==> config.mk <==
export PLATFORM = sky130hd
export DESIGN_NAME = serial_sync_port
export DESIGN_NICKNAME = d
export VERILOG_FILES = /design/src/rtl/serial_sync_pkg.sv /design/src/rtl/serial_slot_timer.sv /design/src/rtl/serial_tx_engine.sv /design/src/rtl/serial_rx_engine.sv /design/src/rtl/serial_sync_port.sv
export SDC_FILE = /design/constraint.sdc
export NUM_CORES = 1
export LEC_CHECK = 0
export ABC_AREA = 1
export BUFFER_PORTS_ARGS = -buffer_cell sky130_fd_sc_hd__buf_2
export CAP_MARGIN = 10
export CELL_PAD_IN_SITES_DETAIL_PLACEMENT = 2
export CELL_PAD_IN_SITES_GLOBAL_PLACEMENT = 2
export CORE_MARGIN = 1
export CORE_UTILIZATION = 31
export CTS_CLUSTER_DIAMETER = 120
export DETAILED_ROUTE_END_ITERATION = 8
export HOLD_SLACK_MARGIN = 0.02
export PLACE_DENSITY = 0.77
export SLEW_MARGIN = 20
export SYNTH_ARGS = -nofsm -noshare
export SYNTH_HDL_FRONTEND = slang
export SYNTH_SLANG_ARGS = --single-unit
export TNS_END_PERCENT = 5
==> constraint.sdc <==
create_clock -name clk_i -period 1.7 [get_ports clk_i]
set_input_delay 0.34 -clock clk_i [delete_from_list [all_inputs] [get_ports clk_i]]
set_output_delay 0.34 -clock clk_i [all_outputs]
set_load 0.05 [all_outputs]
==> src/rtl/serial_sync_pkg.sv <==
package serial_sync_pkg;
  localparam int unsigned SLOT_W          = 4;
  localparam int unsigned SLOTS           = 12;
  localparam int unsigned SLOT_S1P1       = 0;
  localparam int unsigned SLOT_CLK_LO_BEG = 4;
  localparam int unsigned SLOT_CLK_LO_END = 9;
  localparam int unsigned SLOT_S5P2       = 9;
  localparam int unsigned SLOT_S6P2       = 11;

  typedef logic [SLOT_W-1:0] slot_t;

  typedef struct packed {
    logic s1p1;
    logic s5p2;
    logic s6p2;
    logic clk_low;
  } slot_strobes_t;
endpackage

==> src/rtl/serial_slot_timer.sv <==
module serial_slot_timer
  import serial_sync_pkg::*;
(
  input  logic          clk_i,
  input  logic          rst_i,
  output slot_strobes_t stb_o
);
  slot_t slot_q;

  always_ff @(posedge clk_i) begin
    if (rst_i) begin
      slot_q <= '0;
    end else if (slot_q == slot_t'(SLOTS - 1)) begin
      slot_q <= '0;
    end else begin
      slot_q <= slot_q + slot_t'(1);
    end
  end

  always_comb begin
    stb_o.s1p1    = (slot_q == slot_t'(SLOT_S1P1));
    stb_o.s5p2    = (slot_q == slot_t'(SLOT_S5P2));
    stb_o.s6p2    = (slot_q == slot_t'(SLOT_S6P2));
    stb_o.clk_low = (slot_q >= slot_t'(SLOT_CLK_LO_BEG)) &&
                    (slot_q <= slot_t'(SLOT_CLK_LO_END));
  end
endmodule

==> src/rtl/serial_tx_engine.sv <==
module serial_tx_engine
  import serial_sync_pkg::*;
#(
  parameter int unsigned DATA_W = 8
) (
  input  logic              clk_i,
  input  logic              rst_i,
  input  slot_strobes_t     stb_i,
  input  logic              load_i,
  input  logic [DATA_W-1:0] data_i,
  input  logic              done_clr_i,
  output logic              busy_o,
  output logic              sending_o,
  output logic              bit_o,
  output logic              done_o
);
  localparam int unsigned SH_W = DATA_W + 1;

  typedef enum logic [1:0] {TX_IDLE, TX_WAIT, TX_ARM, TX_SEND} tx_stage_t;

  tx_stage_t       stage_q;
  logic [SH_W-1:0] sh_q;
  logic            last_q;
  logic            done_q;

  always_ff @(posedge clk_i) begin
    if (rst_i) begin
      stage_q <= TX_IDLE;
      sh_q    <= '0;
      last_q  <= 1'b0;
      done_q  <= 1'b0;
    end else begin
      if (done_clr_i) done_q <= 1'b0;
      case (stage_q)
        TX_IDLE: begin
          if (load_i) begin
            sh_q    <= {1'b1, data_i};
            stage_q <= stb_i.s6p2 ? TX_ARM : TX_WAIT;
          end
        end
        TX_WAIT: if (stb_i.s6p2) stage_q <= TX_ARM;
        TX_ARM:  if (stb_i.s6p2) stage_q <= TX_SEND;
        TX_SEND: begin
          if (stb_i.s6p2) begin
            sh_q   <= {1'b0, sh_q[SH_W-1:1]};
            last_q <= (sh_q[SH_W-1:2] == '0) && sh_q[1];
          end
          if (stb_i.s1p1 && last_q) begin
            stage_q <= TX_IDLE;
            last_q  <= 1'b0;
            done_q  <= 1'b1;
          end
        end
        default: stage_q <= TX_IDLE;
      endcase
    end
  end

  assign busy_o    = (stage_q != TX_IDLE);
  assign sending_o = (stage_q == TX_SEND);
  assign bit_o     = sh_q[0];
  assign done_o    = done_q;
endmodule

==> src/rtl/serial_rx_engine.sv <==
module serial_rx_engine
  import serial_sync_pkg::*;
#(
  parameter int unsigned DATA_W = 8
) (
  input  logic              clk_i,
  input  logic              rst_i,
  input  slot_strobes_t     stb_i,
  input  logic              start_i,
  input  logic              sdat_i,
  input  logic              done_clr_i,
  output logic              busy_o,
  output logic              recv_o,
  output logic              done_o,
  output logic [DATA_W-1:0] byte_o
);
  typedef enum logic [2:0] {RX_IDLE, RX_WAIT, RX_PEND, RX_LOADED, RX_RECV} rx_stage_t;

  rx_stage_t         stage_q;
  logic [DATA_W-1:0] sh_q;
  logic [DATA_W-1:0] sh_next;
  logic [DATA_W-1:0] order_fix;
  logic [DATA_W-1:0] byte_q;
  logic              sample_q;
  logic              last_q;
  logic              done_q;

  assign sh_next = {sh_q[DATA_W-2:0], sample_q};

  // first bit taken in ends at the top of the register; buffer holds it at bit 0
  for (genvar gi = 0; gi < DATA_W; gi++) begin : g_order
    assign order_fix[gi] = sh_next[DATA_W-1-gi];
  end

  always_ff @(posedge clk_i) begin
    if (rst_i) begin
      stage_q  <= RX_IDLE;
      sh_q     <= '1;
      byte_q   <= '0;
      sample_q <= 1'b0;
      last_q   <= 1'b0;
      done_q   <= 1'b0;
    end else begin
      if (done_clr_i) done_q <= 1'b0;
      case (stage_q)
        RX_IDLE: if (start_i) stage_q <= stb_i.s6p2 ? RX_PEND : RX_WAIT;
        RX_WAIT: if (stb_i.s6p2) stage_q <= RX_PEND;
        RX_PEND: begin
          if (stb_i.s6p2) begin
            sh_q    <= {{(DATA_W-1){1'b1}}, 1'b0};
            stage_q <= RX_LOADED;
          end
        end
        RX_LOADED: stage_q <= RX_RECV;
        RX_RECV: begin
          if (stb_i.s5p2) sample_q <= sdat_i;
          if (stb_i.s6p2) begin
            sh_q <= sh_next;
            if (!sh_q[DATA_W-1]) begin
              byte_q <= order_fix;
              last_q <= 1'b1;
            end
          end
          if (stb_i.s1p1 && last_q) begin
            stage_q <= RX_IDLE;
            last_q  <= 1'b0;
            done_q  <= 1'b1;
          end
        end
        default: stage_q <= RX_IDLE;
      endcase
    end
  end

  assign busy_o = (stage_q != RX_IDLE);
  assign recv_o = (stage_q == RX_RECV);
  assign done_o = done_q;
  assign byte_o = byte_q;
endmodule

==> src/rtl/serial_sync_port.sv <==
module serial_sync_port
  import serial_sync_pkg::*;
#(
  parameter int unsigned DATA_W = 8
) (
  input  logic              clk_i,
  input  logic              rst_i,
  input  logic              wr_i,
  input  logic [DATA_W-1:0] wr_data_i,
  input  logic              rx_en_i,
  input  logic              tx_done_clr_i,
  input  logic              rx_done_clr_i,
  input  logic              sdat_i,
  output logic              sdat_o,
  output logic              sdat_oe_o,
  output logic              sclk_o,
  output logic              xmit_active_o,
  output logic              recv_active_o,
  output logic              tx_done_o,
  output logic              rx_done_o,
  output logic [DATA_W-1:0] rx_byte_o
);
  slot_strobes_t stb;
  logic tx_busy, tx_sending, tx_bit, tx_done;
  logic rx_busy, rx_recv, rx_done;
  logic tx_load, rx_start;

  assign tx_load  = wr_i && !tx_busy && !rx_busy;
  assign rx_start = rx_en_i && !rx_done && !tx_busy && !wr_i;

  serial_slot_timer i_timer (
    .clk_i (clk_i),
    .rst_i (rst_i),
    .stb_o (stb)
  );

  serial_tx_engine #(.DATA_W(DATA_W)) i_tx (
    .clk_i      (clk_i),
    .rst_i      (rst_i),
    .stb_i      (stb),
    .load_i     (tx_load),
    .data_i     (wr_data_i),
    .done_clr_i (tx_done_clr_i),
    .busy_o     (tx_busy),
    .sending_o  (tx_sending),
    .bit_o      (tx_bit),
    .done_o     (tx_done)
  );

  serial_rx_engine #(.DATA_W(DATA_W)) i_rx (
    .clk_i      (clk_i),
    .rst_i      (rst_i),
    .stb_i      (stb),
    .start_i    (rx_start),
    .sdat_i     (sdat_i),
    .done_clr_i (rx_done_clr_i),
    .busy_o     (rx_busy),
    .recv_o     (rx_recv),
    .done_o     (rx_done),
    .byte_o     (rx_byte_o)
  );

  assign sdat_o        = tx_sending ? tx_bit : 1'b1;
  assign sdat_oe_o     = tx_sending;
  assign sclk_o        = !((tx_sending || rx_recv) && stb.clk_low);
  assign xmit_active_o = tx_sending;
  assign recv_active_o = rx_recv;
  assign tx_done_o     = tx_done;
  assign rx_done_o     = rx_done;
endmodule

* Word level (Yosys, flattened, before mapping)
Cells that the tools add are included. W data, S select, Z words.
Word-level totals: register bits after elaboration 39, bits of input ports 15, output and inout port bits 15, word-level logic and storage cells 100
Operators by class: $add $sub $neg 1, $lt $le $gt $ge 2, eq/ne operators 20, muxes and demuxes 30, bitwise gates (word level) 1, reductions and logical operators 35
Operators with widths (number):
- $ne A2 B1 Y1 const B | 10
- $mux W9 | 2
- $pmux W9 S2 | 1
- $mux W8 | 2
- $pmux W8 S2 | 1
- $pmux W3 S5 | 1
- $mux W1 | 12
- $mux W2 | 6
- $mux W3 | 4
- $reduce_and A3 Y1 | 4
- $logic_and A1 B1 Y1 | 10
- $reduce_bool A2 Y1 | 5
- $eq A4 B4 Y1 const B | 2
- $pmux W2 S4 | 1
- $reduce_and A4 Y1 | 2
- $logic_not A7 Y1 | 1
- $eq A3 B2 Y1 const B | 2
- $logic_not A1 Y1 | 5
- $add A4 B1 Y4 const B | 1
- $eq A2 B2 Y1 const B | 2
- $ge A4 B3 Y1 const B | 1
- $le A4 B4 Y1 const B | 1
- $logic_not A4 Y1 | 1
- $reduce_and A2 Y1 | 2
- other kinds (10) | 10

* Logic depth before layout (Yosys ltp)
Gate-level depths: netlist (run 1).
depth in word-level cells 6, mapped depth 10, gate-level depth less buffers 10

* Hierarchy
Synthesis (run 1) repeated with hierarchy kept, for this count alone.
Second synthesis, totals: cell total of the unflattened synthesis 288, area, all modules 2049.5 sq um
Modules (own cells, without submodules):
- serial_rx_engine | times used 1, cells an instance 127, area each 987.2 sq um, seq. area each 440.4 sq um
- serial_tx_engine | times used 1, cells an instance 117, area each 768.2 sq um, seq. area each 260.2 sq um
- serial_slot_timer | times used 1, cells an instance 32, area each 244.0 sq um, seq. area each 80.1 sq um
- serial_sync_port | times used 1, cells an instance 12, area each 50.0 sq um, seq. area each 0.0 sq um

* Worst setup path before layout (run 1)
OpenSTA, ideal clock, no wires.
kind register -> output, start register i_tx.stage_q[0], end output port sclk_o, arrival 2.110 ns, data required time 1.360 ns, setup slack -0.750 ns, stages on the path, launching flop included 4, path buffers 1, cell sequence dfxtp_1 > ha_1 > buf_2 > o21ai_0
Between the ends: longest elaborated chain between the ends 4
RTL lines:
- from (decl) | line serial_tx_engine.sv:21 | tx_stage_t stage_q;
- from (signal assigned) | line serial_tx_engine.sv:38 | stage_q <= stb_i.s6p2 ? TX_ARM : TX_WAIT;
- $eq A2 B2 Y1 | line serial_tx_engine.sv:60 | assign sending_o = (stage_q == TX_SEND);
- net sdat_oe_o | line serial_sync_port.sv:15 | output logic sdat_oe_o,
- $logic_or A1 B1 Y1 | line serial_sync_port.sv:65 | assign sclk_o = !((tx_sending || rx_recv) && stb.clk_low);
- $logic_and A1 B1 Y1 | line serial_sync_port.sv:65
- $logic_not A1 Y1 | line serial_sync_port.sv:65
- to (decl) | line serial_sync_port.sv:16 | output logic sclk_o,
The timed path passes the listed nets, and every way through them passes these cells.

* Worst setup path after layout (run 1)
start register i_timer.slot_q[0], end output port sclk_o
Between the ends: longest elaborated chain between the ends 4, elaborated cells between the ends (all ways) 5, classes of those cells order compare (2); reduce/logical (3)
RTL lines:
- from (decl) | line serial_slot_timer.sv:8 | slot_t slot_q;
- from (signal assigned) | line serial_slot_timer.sv:16 | slot_q <= slot_q + slot_t'(1);
- $ge A4 B3 Y1 / $le A4 B4 Y1 (equally long branches) | line serial_slot_timer.sv:24, serial_slot_timer.sv:25
- $logic_and A1 B1 Y1 * | line serial_slot_timer.sv:24 | stb_o.clk_low = (slot_q >= slot_t'(SLOT_CLK_LO_BEG)) &&
- $logic_and A1 B1 Y1 * | line serial_sync_port.sv:65
- $logic_not A1 Y1 * | line serial_sync_port.sv:65
Mark *: on every way between the ends. The rest lies on a longest branch, timed or not.

==> impl_metrics.ini, run 1 <==
[timing]
drv_slew = 0
layout_min_cycle_time_ns = 1.68
max_slew_margin_pct = 76.5
fmax_mhz = 595
finalCritPeriodShare_pct = 98.9
hold_violations = 0
setup_violations = 0
worstMarginPinSlew_ns = 0.352
fin_tns_setup_ns = 0
finalClockSkew_ns = 0.00636
grt_setup_unrepaired = true

[drt]
ant_nets = 0
drc = 0
drtIter0Drc = 56
routed-via-count = 1844
firstDrtPassIters = 4
wire_per_inst_um = 14.6
wl_mm = 5.62
via_per_inst = 4.78

[synth]
ys_ff_latch = 39
ys_types = 29
syn_nets = 299
yosysWarnings = 0
synth-edff-count = 0
synthArstFlopShare_pct = 0
ys.flop_type = dfxtp_1
synth_area_um2 = 1960
synth_area_leader_cell = dfxtp_1
seq_area_frac_synth_pct = 39.9
syn_inst = 275
synth_top_area_share_pct = 39.9
syn_avg_cell_area_um2 = 7.12
synth.area.top_cells = dfxtp_1 40%, nand2_1 14%, nor2_1 9.8%, ha_1 5.8%, inv_1 4.8%

[clocking]
clk_path_buf_depth = 2
clock-sinks = 39
cts_tree = done
ctsHoldBuffers = 0
cts-root-buf = clkbuf_8
numCtsBuffers = 5
clk_latency_ns = 0.30
cts.clk_slew.worst_paths_ns = 0.08
htreeDepth = 2

[setup_path]
crit_fanout = 5
r2r_slack_ns = 0.12
required_ns = 1.36
crit_path_end_kind = output pin
critPathKind = reg -> out
rr_endpoint = i_tx.stage_q[1]
arrival_ns = 1.34
worstRegToRegCells = 8
start_kind = flip-flop
worstReg2RegStart = i_timer.slot_q[1]

[worst_hold_path]
hold_path_depth = 3
hold_start = sdat_i
hold_class = in -> reg
worstHoldEndpoint = i_rx.sample_q

[floorplan]
io-pin-count = 30
die_x_um = 81.5
dieArea_um2 = 6630
fp.dieH_um = 81.5
start_util_pct = 32.7
rows = 28
coreArea_um2 = 5990

[place]
port_buffers = 29
gp_congestion = 0.735
dp_hpwl_mm = 4.02
place_inst = 377

[cells_and_area]
final_util_pct = 39.4
diodes = 0
fin_nets = 334
layout_commonest_cell = nand2_1
final_cell_mix = 73 x nand2_1, 51 x nor2_1, 33 x dfxtp_1
drive_above_1_share_pct = 24.8
finalNonFillerCells = 386
area_growth_pct = 20.7

[global_routing]
grt-ovfl-total = 0
track_usage_pct = 18.7
grt_max_degree = 21
grt_pass1_vias = 1972
grt_pass1_wl_mm = 9.38
antenna_found_initial = 0

[run]
cap_viol_max_count = 0

[run_status]
outcome = finished clean

[pwr]
power_density_nw_per_um2 = 1530
vdd.ir_drop.worst_mv = 0.559
power.leakage_nw = 1.12
p_total_w = 0.00362
cell families (layout without fill, tap and decap cells):
group / after synthesis / count (layout) / share of synthesized area [%]
buffers and inverters: 38 / 74 / 8.76
adders and majority gates: 9 / 9 / 5.75
AOI/OAI and AO/OA: 38 / 38 / 11.3
and+or+nand+nor: 151 / 151 / 34.3
DFF: 39 / 39 / 39.9
metrics by stage:
stage | cell area [um2] | setup WS, ns | hold WS, ns
after CTS | 2340 | -0.0146 | 0.338
after floorplan | 1960 | 0.0621 | 0.445
after global routing | 2360 | -0.0466 | 0.341
after global placement | 2190 | 0.153 | 0.461
final | 2360 | 0.0191 | 0.335
after detailed placement | 2190 | 0.0906 | 0.472
worst max-delay path, stage by stage (launching register included):
cell,delay [ns]
dfxtp_4,0.39
inv_4,0.04
ha_2,0.17
o21ai_1,0.12
o21ai_1,0.09
o21ai_2,0.07
buf_6,0.17
what timing repair did:
action                     4_1_cts  5_1_grt
setup endpoints to repair        5       11
resized for setup               12        8
pin swaps                        0        2
buffers inserted                 0        1
how the worst max path moves through the flow:
stage,from,end,depth (start not counted)
6_report,i_timer.slot_q[0],sclk_o,6
3_5_place_dp,i_timer.slot_q[0],sclk_o,6
4_1_cts,i_timer.slot_q[1],sclk_o,6
5_1_grt,i_timer.slot_q[0],sclk_o,6
3_3_place_gp,i_timer.slot_q[0],sclk_o,6
2_1_floorplan,i_tx.stage_q[0],sclk_o,3
registers in the layout, indices dropped and copies added, names as in the netlist:
register	flops
i_rx.stage_q	3
i_tx.stage_q	2
i_rx.done_o	1
i_tx.last_q	1
i_rx.sh_q	8
i_rx.sample_q	1
i_rx.byte_o	8
i_tx.done_o	1
i_tx.sh_q	9
i_timer.slot_q	4
i_rx.last_q	1
Yosys cell counts (2+ instances only):
library cell   n
a21oi_1       11
buf_2          4
buf_6          2
dfxtp_1       39
ha_1           9
inv_1         25
inv_2          3
nand2_1       73
nand2_2        3
nand2_4        2
nand3_1        8
nand3_2        4
nand4_1        3
nor2_1        51
nor2_2         2
nor2_4         2
o21a_1         2
o21ai_0       13
o21ai_1        2
o22ai_1        7
or2_2          2
layer usage:
layer	part of all wire, %	global-route usage, %	routed length (um)
met5	0	0	0
met4	1.4	5.36	81
met3	2.5	3.00	139
met2	51	33.6	2860
met1	45	22.8	2540
final cells by class:
type / count / area (um2)
Tap cell: 75 / 93.8
Clock buffer: 5 / 68.8
Clock inverter: 3 / 47.5
Sequential cell: 39 / 791
Fill cell: 720 / 3630
Inverter: 30 / 120
Multi-Input combinational cell: 198 / 1030
Timing Repair Buffer: 36 / 215
power by group:
| part | switching, W | total [W] | internal [W] |
|---|---|---|---|
| sequential | 0.000129 | 0.00122 | 0.00109 |
| clock | 0.000359 | 0.000804 | 0.000445 |
| combinational | 0.00106 | 0.00159 | 0.000534 |
Note: power is estimated with default switching activity, not from simulation.
==> run 2, diff against run 1 <==
Settings changed: CORE_ASPECT_RATIO set to 1.75, PLACE_DENSITY 0.77 to 0.76, SYNTH_HIERARCHICAL set to 1.
==> run 2 against run 1 <==
  * Non-clock buffer count rose by 4
  * Clock skew fell by 0.0014 ns
  * Power fell by 6.4%
  * Area after synthesis rose by 4.7%
  * Largest power group unchanged
  * Design area rose by 6.5%
  * Sequential cell count did not move
  * Critical path type unchanged
  * Worst setup slack improved by 0.0099 ns
  * First-iteration DRC count fell by 11%
  * Global-route usage fell by 0.41 points
  * Highest routed layer unchanged
  * Fmax rose by 0.59%
==> impl_metrics.ini, run 2 <==
[floorplan]
coreArea_um2 = 6280
rows = 38
fp.dieH_um = 110
io-pin-count = 30
start_util_pct = 32.7
die_x_um = 63.5
dieArea_um2 = 6950

[run_status]
outcome = finished clean

[synth]
syn_inst = 288
synth_area_um2 = 2050
synth-edff-count = 0
ys_types = 29
ys.flop_type = dfxtp_1
synth.area.top_cells = dfxtp_1 38%, nor2_1 10%, nand2_1 9.9%, ha_1 5.5%, nand3_1 5.4%
yosysWarnings = 6
synth.most_common_cell = nor2_1
synthArstFlopShare_pct = 0
synth_area_leader_cell = dfxtp_1
seq_area_frac_synth_pct = 38.1
ys_ff_latch = 39
syn_avg_cell_area_um2 = 7.12
synth_top_area_share_pct = 38.1
synth_top_cells_by_count = 55 x nor2_1, 54 x nand2_1, 39 x dfxtp_1
syn_nets = 312

[timing]
worstMarginPinSlew_ns = 0.297
finalClockSkew_ns = 0.00500
fmax_mhz = 598
drv_slew = 0
max_slew_margin_pct = 80.1
hold_violations = 0
grt_setup_unrepaired = true
fin_tns_setup_ns = 0
setup_violations = 0
finalCritPeriodShare_pct = 98.3
layout_min_cycle_time_ns = 1.67

[setup_path]
r2r_slack_ns = 0.14
start_kind = flip-flop
crit_path_end_kind = output pin
arrival_ns = 1.33
required_ns = 1.36
critPathKind = reg -> out
crit_fanout = 3

[clocking]
clk_latency_ns = 0.30
cts-root-buf = clkbuf_8
numCtsBuffers = 5
clk_path_buf_depth = 2
htreeDepth = 2
cts_tree = done
cts.clk_slew.worst_paths_ns = 0.08
clock-sinks = 39

[drt]
wl_mm = 5.79
routed-via-count = 1995
wire_per_inst_um = 14.1
firstDrtPassIters = 4
drc = 0
drtIter0Drc = 50
ant_nets = 0
via_per_inst = 4.87

[place]
port_buffers = 29
gp_congestion = 0.757
place_inst = 400
dp_hpwl_mm = 4.43
place_area_um2 = 2320

[run]
cap_viol_max_count = 0

[cells_and_area]
area_growth_pct = 22.8
largest_register_ffs = 9
top_register = i_tx/sh_q
finalInstanceArea_um2 = 2520
finalNonFillerCells = 410
final_cell_mix = 53 x nand2_1, 53 x nor2_1, 33 x dfxtp_1
drive_above_1_share_pct = 28.8
diodes = 0
fin_nets = 353

[pwr]
power_density_nw_per_um2 = 1350
vdd.ir_drop.worst_mv = 0.656
power.leakage_nw = 1.22
p_total_w = 0.00338

[global_routing]
grt-ovfl-total = 0
grt_use_met1_pct = 16.2
globalRouteMet2Util_pct = 37.9
antenna_found_initial = 0
track_usage_pct = 18.3
grt_pass1_wl_mm = 9.72
grt_pass1_vias = 2141
top_usage_layer = met2
grt_max_degree = 13
gr-usage-met3_pct = 3.84

[worst_hold_path]
hold_class = in -> reg
## run 2: path summary, 6_finish.rpt
kind                                   startpoint             end  cells past startpoint
worst max register to register  i_timer/slot_q[1]  i_rx/byte_o[4]                     10
worst min-delay path                tx_done_clr_i     i_tx/done_o                      4
worst max-delay path            i_timer/slot_q[1]          sclk_o                      6
worst min register to register     i_rx/byte_o[3]  i_rx/byte_o[3]                      2
## run 2: metal layers
| metal | wire, um | up-vias |
|---|---|---|
| met5 | 0 | - |
| met1 | 2080 | 969 |
| li1 | - | 990 |
| met3 | 139 | 8 |
| met4 | 117 | 0 |
| met2 | 3450 | 28 |
## run 2: critical path, cell delays in order (launching register included)
cell and delay [ns]:
dfxtp_2 0.33, inv_1 0.07, ha_2 0.19, o21ai_1 0.12, o21ai_1 0.08, o21ai_2 0.06, buf_6 0.17
## run 2: stage by stage
step	hold slack (ns)	setup slack (ns)	utilization [%]
floorplan	0.402	-0.0148	-
global placement	0.456	0.0565	37.0
detailed placement	0.476	-0.0401	37.0
CTS	0.283	-0.00911	39.5
global route	0.312	-0.0950	40.1
finish	0.291	0.0290	40.1
## run 2: cells by family (layout without fill, tap and decap cells)
group,after synthesis,in the layout,share of synthesized area [%]
simple gates,154,154,34.4
xor+xnor,1,1,0.427
flops,39,39,38.1
buf+inv,40,82,9.71
compound gates,45,45,11.8
fa+ha+maj,9,9,5.49
## run 2: power by group
group	internal (W)	switching, W	leakage [nW]	total, W
logic	0.000488	0.000878	0.839	0.00137
registers	0.00106	0.000120	0.320	0.00118
clock network	0.000475	0.000361	0.0612	0.000836
total	0.00203	0.00136	1.22	0.00338
## run 2: area by class of cell
class	count	area, um2
Clock buffer	6	82.6
Clock inverter	2	35.0
Fill cell	802	3760
Inverter	34	143
Multi-Input combinational cell	209	1110
Sequential cell	39	791
Tap cell	80	100
Timing Repair Buffer	40	254
## run 2: what timing repair did
action,CTS,global route
setup buffers,2,0
hold buffers,0,0
resized for setup,14,15
pin swaps,0,1
setup endpoints to repair,6,28
==> run 3, diff against run 2 <==
Settings changed: BUFFER_PORTS_ARGS -buffer_cell sky130_fd_sc_hd__buf_2 to -buffer_cell sky130_fd_sc_hd__buf_4.
==> run 3 against run 2 <==
  * The flow now finishes with violations (setup timing)
  * Hold slack worse by 0.0052 ns
  * Fmax is 2.0% lower
  * Clock skew grew 0.0052 ns
  * Worst setup slack lost 0.034 ns
  * Highest routed layer unchanged
  * Critical endpoint unchanged
  * First-iteration DRC count decreased by 42%
==> impl_metrics.ini, run 3 (synthesis gave the netlist of run 2 again) <==
[timing]
finalClockSkew_ns = 0.0102
fin_tns_setup_ns = -0.00455
finalCritPeriodShare_pct = 100
grt_setup_unrepaired = true
drv_slew = 0
timing.final.ws_setup_ns = -0.00455
worstMarginPinSlew_ns = 0.316
setup_violations = 1
layout_min_cycle_time_ns = 1.70
hold_violations = 0
max_slew_margin_pct = 78.8
fmax_mhz = 587

[clocking]
cts_tree = done
clk_path_buf_depth = 2
cts.clk_slew.worst_paths_ns = 0.08
htreeDepth = 2
cts-root-buf = clkbuf_8
clk_latency_ns = 0.31
numCtsBuffers = 5
clock-sinks = 39
ctsHoldBuffers = 0

[setup_path]
arrival_ns = 1.36
crit_path_end_kind = output pin
critPathSlowestCell = dfxtp_4
crit_top_cell = o21ai_2
cp.depth = 6
worstRegToRegCells = 10
path_delay_family = flip-flops
critPathKind = reg -> out
critPathMaxStageDelay_ns = 0.39
start_kind = flip-flop
required_ns = 1.36
crit_fanout = 5
path_cells = inv_4 -> ha_4 -> o21ai_2 -> o21ai_2 -> o21ai_2 -> buf_6
path_buf_inv = 2

[floorplan]
fp.dieH_um = 110
start_util_pct = 32.7
rows = 38
dieArea_um2 = 6950
io-pin-count = 30
coreArea_um2 = 6280
die_x_um = 63.5

[cells_and_area]
final_cell_mix = 54 x nand2_1, 52 x nor2_1, 38 x buf_4
largest_register_ffs = 9
diodes = 0
final_util_pct = 41.6
finalInstanceArea_um2 = 2610
fin_nets = 353
nFillCells = 754
layout_commonest_cell = nand2_1
area_growth_pct = 27.4
drive_above_1_share_pct = 30.6
top_register = i_tx/sh_q

[drt]
wire_per_inst_um = 14.7
drtIter0Drc = 29
drt-met1-wl_mm = 2.22
routed-via-count = 2005
wl_met3_um = 134
firstDrtPassIters = 4
wl_mm = 6.05
routed-wl-met2_mm = 3.62
drc = 0
ant_nets = 0
top_layer = met4
via_per_inst = 4.89

[worst_hold_path]
hold_class = in -> reg
hold_path_depth = 2

[pwr]
p_int_w = 0.00199
power.leakage_nw = 1.22
swShare_pct = 41.3
p_sw_w = 0.00140
vdd.ir_drop.worst_mv = 0.698
clock_power_share_pct = 23.8
power_density_nw_per_um2 = 1300
p_total_w = 0.00339
seq_power_share_pct = 35.7
combinationalPowerShare_pct = 40.5

[place]
dp_slack_ns = -0.00637
place_area_um2 = 2370
dp_hpwl_mm = 4.48
gp_congestion = 0.755
port_buffers = 29

[global_routing]
grt_max_degree = 15
grt_pass1_wl_mm = 9.95
antenna_found_initial = 0
grt_pass1_vias = 2171
track_usage_pct = 18.7
grt-ovfl-total = 0

[run_status]
outcome = complete, but fails checks
violations = setup timing

[run]
cap_viol_max_count = 0
## run 3: what timing repair did
item                       CTS  global route
gates cloned                 0             0
gates resized for setup     19            18
setup buffers                3             0
pin swaps                    1             2
setup endpoints to repair    7            30
## run 3: final cells by class
class	instances	area, um2	share of cell area, %
multi-input combinational	209	1150	43.9
sequential	39	798	30.6
timing repair buffer	40	308	11.8
clock buffer	5	68.8	2.64
tap	80	100	3.83
clock inverter	3	43.8	1.68
inverter	34	145	5.56
## run 3: routing by layer
| layer | global-route usage, % | vias up |
|---|---|---|
| met2 | 39.5 | 26 |
| li1 | - | 994 |
| met1 | 16.9 | 979 |
| met4 | 6.33 | 0 |
| met3 | 3.42 | 6 |
| met5 | 0 | - |
## run 3: metrics by stage
stage | hold slack (ns) | std cells
6_report | 0.286 | 410
4_1_cts | 0.282 | 410
2_1_floorplan | 0.402 | 288
3_5_place_dp | 0.478 | 399
5_1_grt | 0.298 | 410
3_3_place_gp | 0.463 | 399
## run 3: worst reg2reg max path, cell delays in order (launching register included)
cell and delay (ns):
dfxtp_4 0.38, buf_4 0.14, ha_1 0.23, nand2_2 0.10, inv_2 0.06, buf_4 0.16
nand2_1 0.09, o21ai_0 0.14, nand2_1 0.10, nand2_1 0.05, nor2_1 0.09
## run 3: power groups by stage
stage / logic [W] / registers, W / clock network, W
after CTS: 0.00131 / 0.00120 / 0.000838
final: 0.00137 / 0.00121 / 0.000809
after global routing: 0.00157 / 0.00123 / 0.000854
after detailed placement: 0.00127 / 0.00121 / 0
after floorplan: 0.00100 / 0.00115 / 0
after global placement: 0.00121 / 0.00120 / 0
## run 3: path summary, 6_finish.rpt
kind,startpoint,to,slack (ns)
worst min-delay path,rst_i,i_tx/last_q,0.29
worst max-delay path,i_timer/slot_q[0],sclk_o,-0.005
worst max register to register,i_timer/slot_q[0],i_tx/stage_q[0],0.10
worst min register to register,i_rx/byte_o[2],i_rx/byte_o[2],0.49
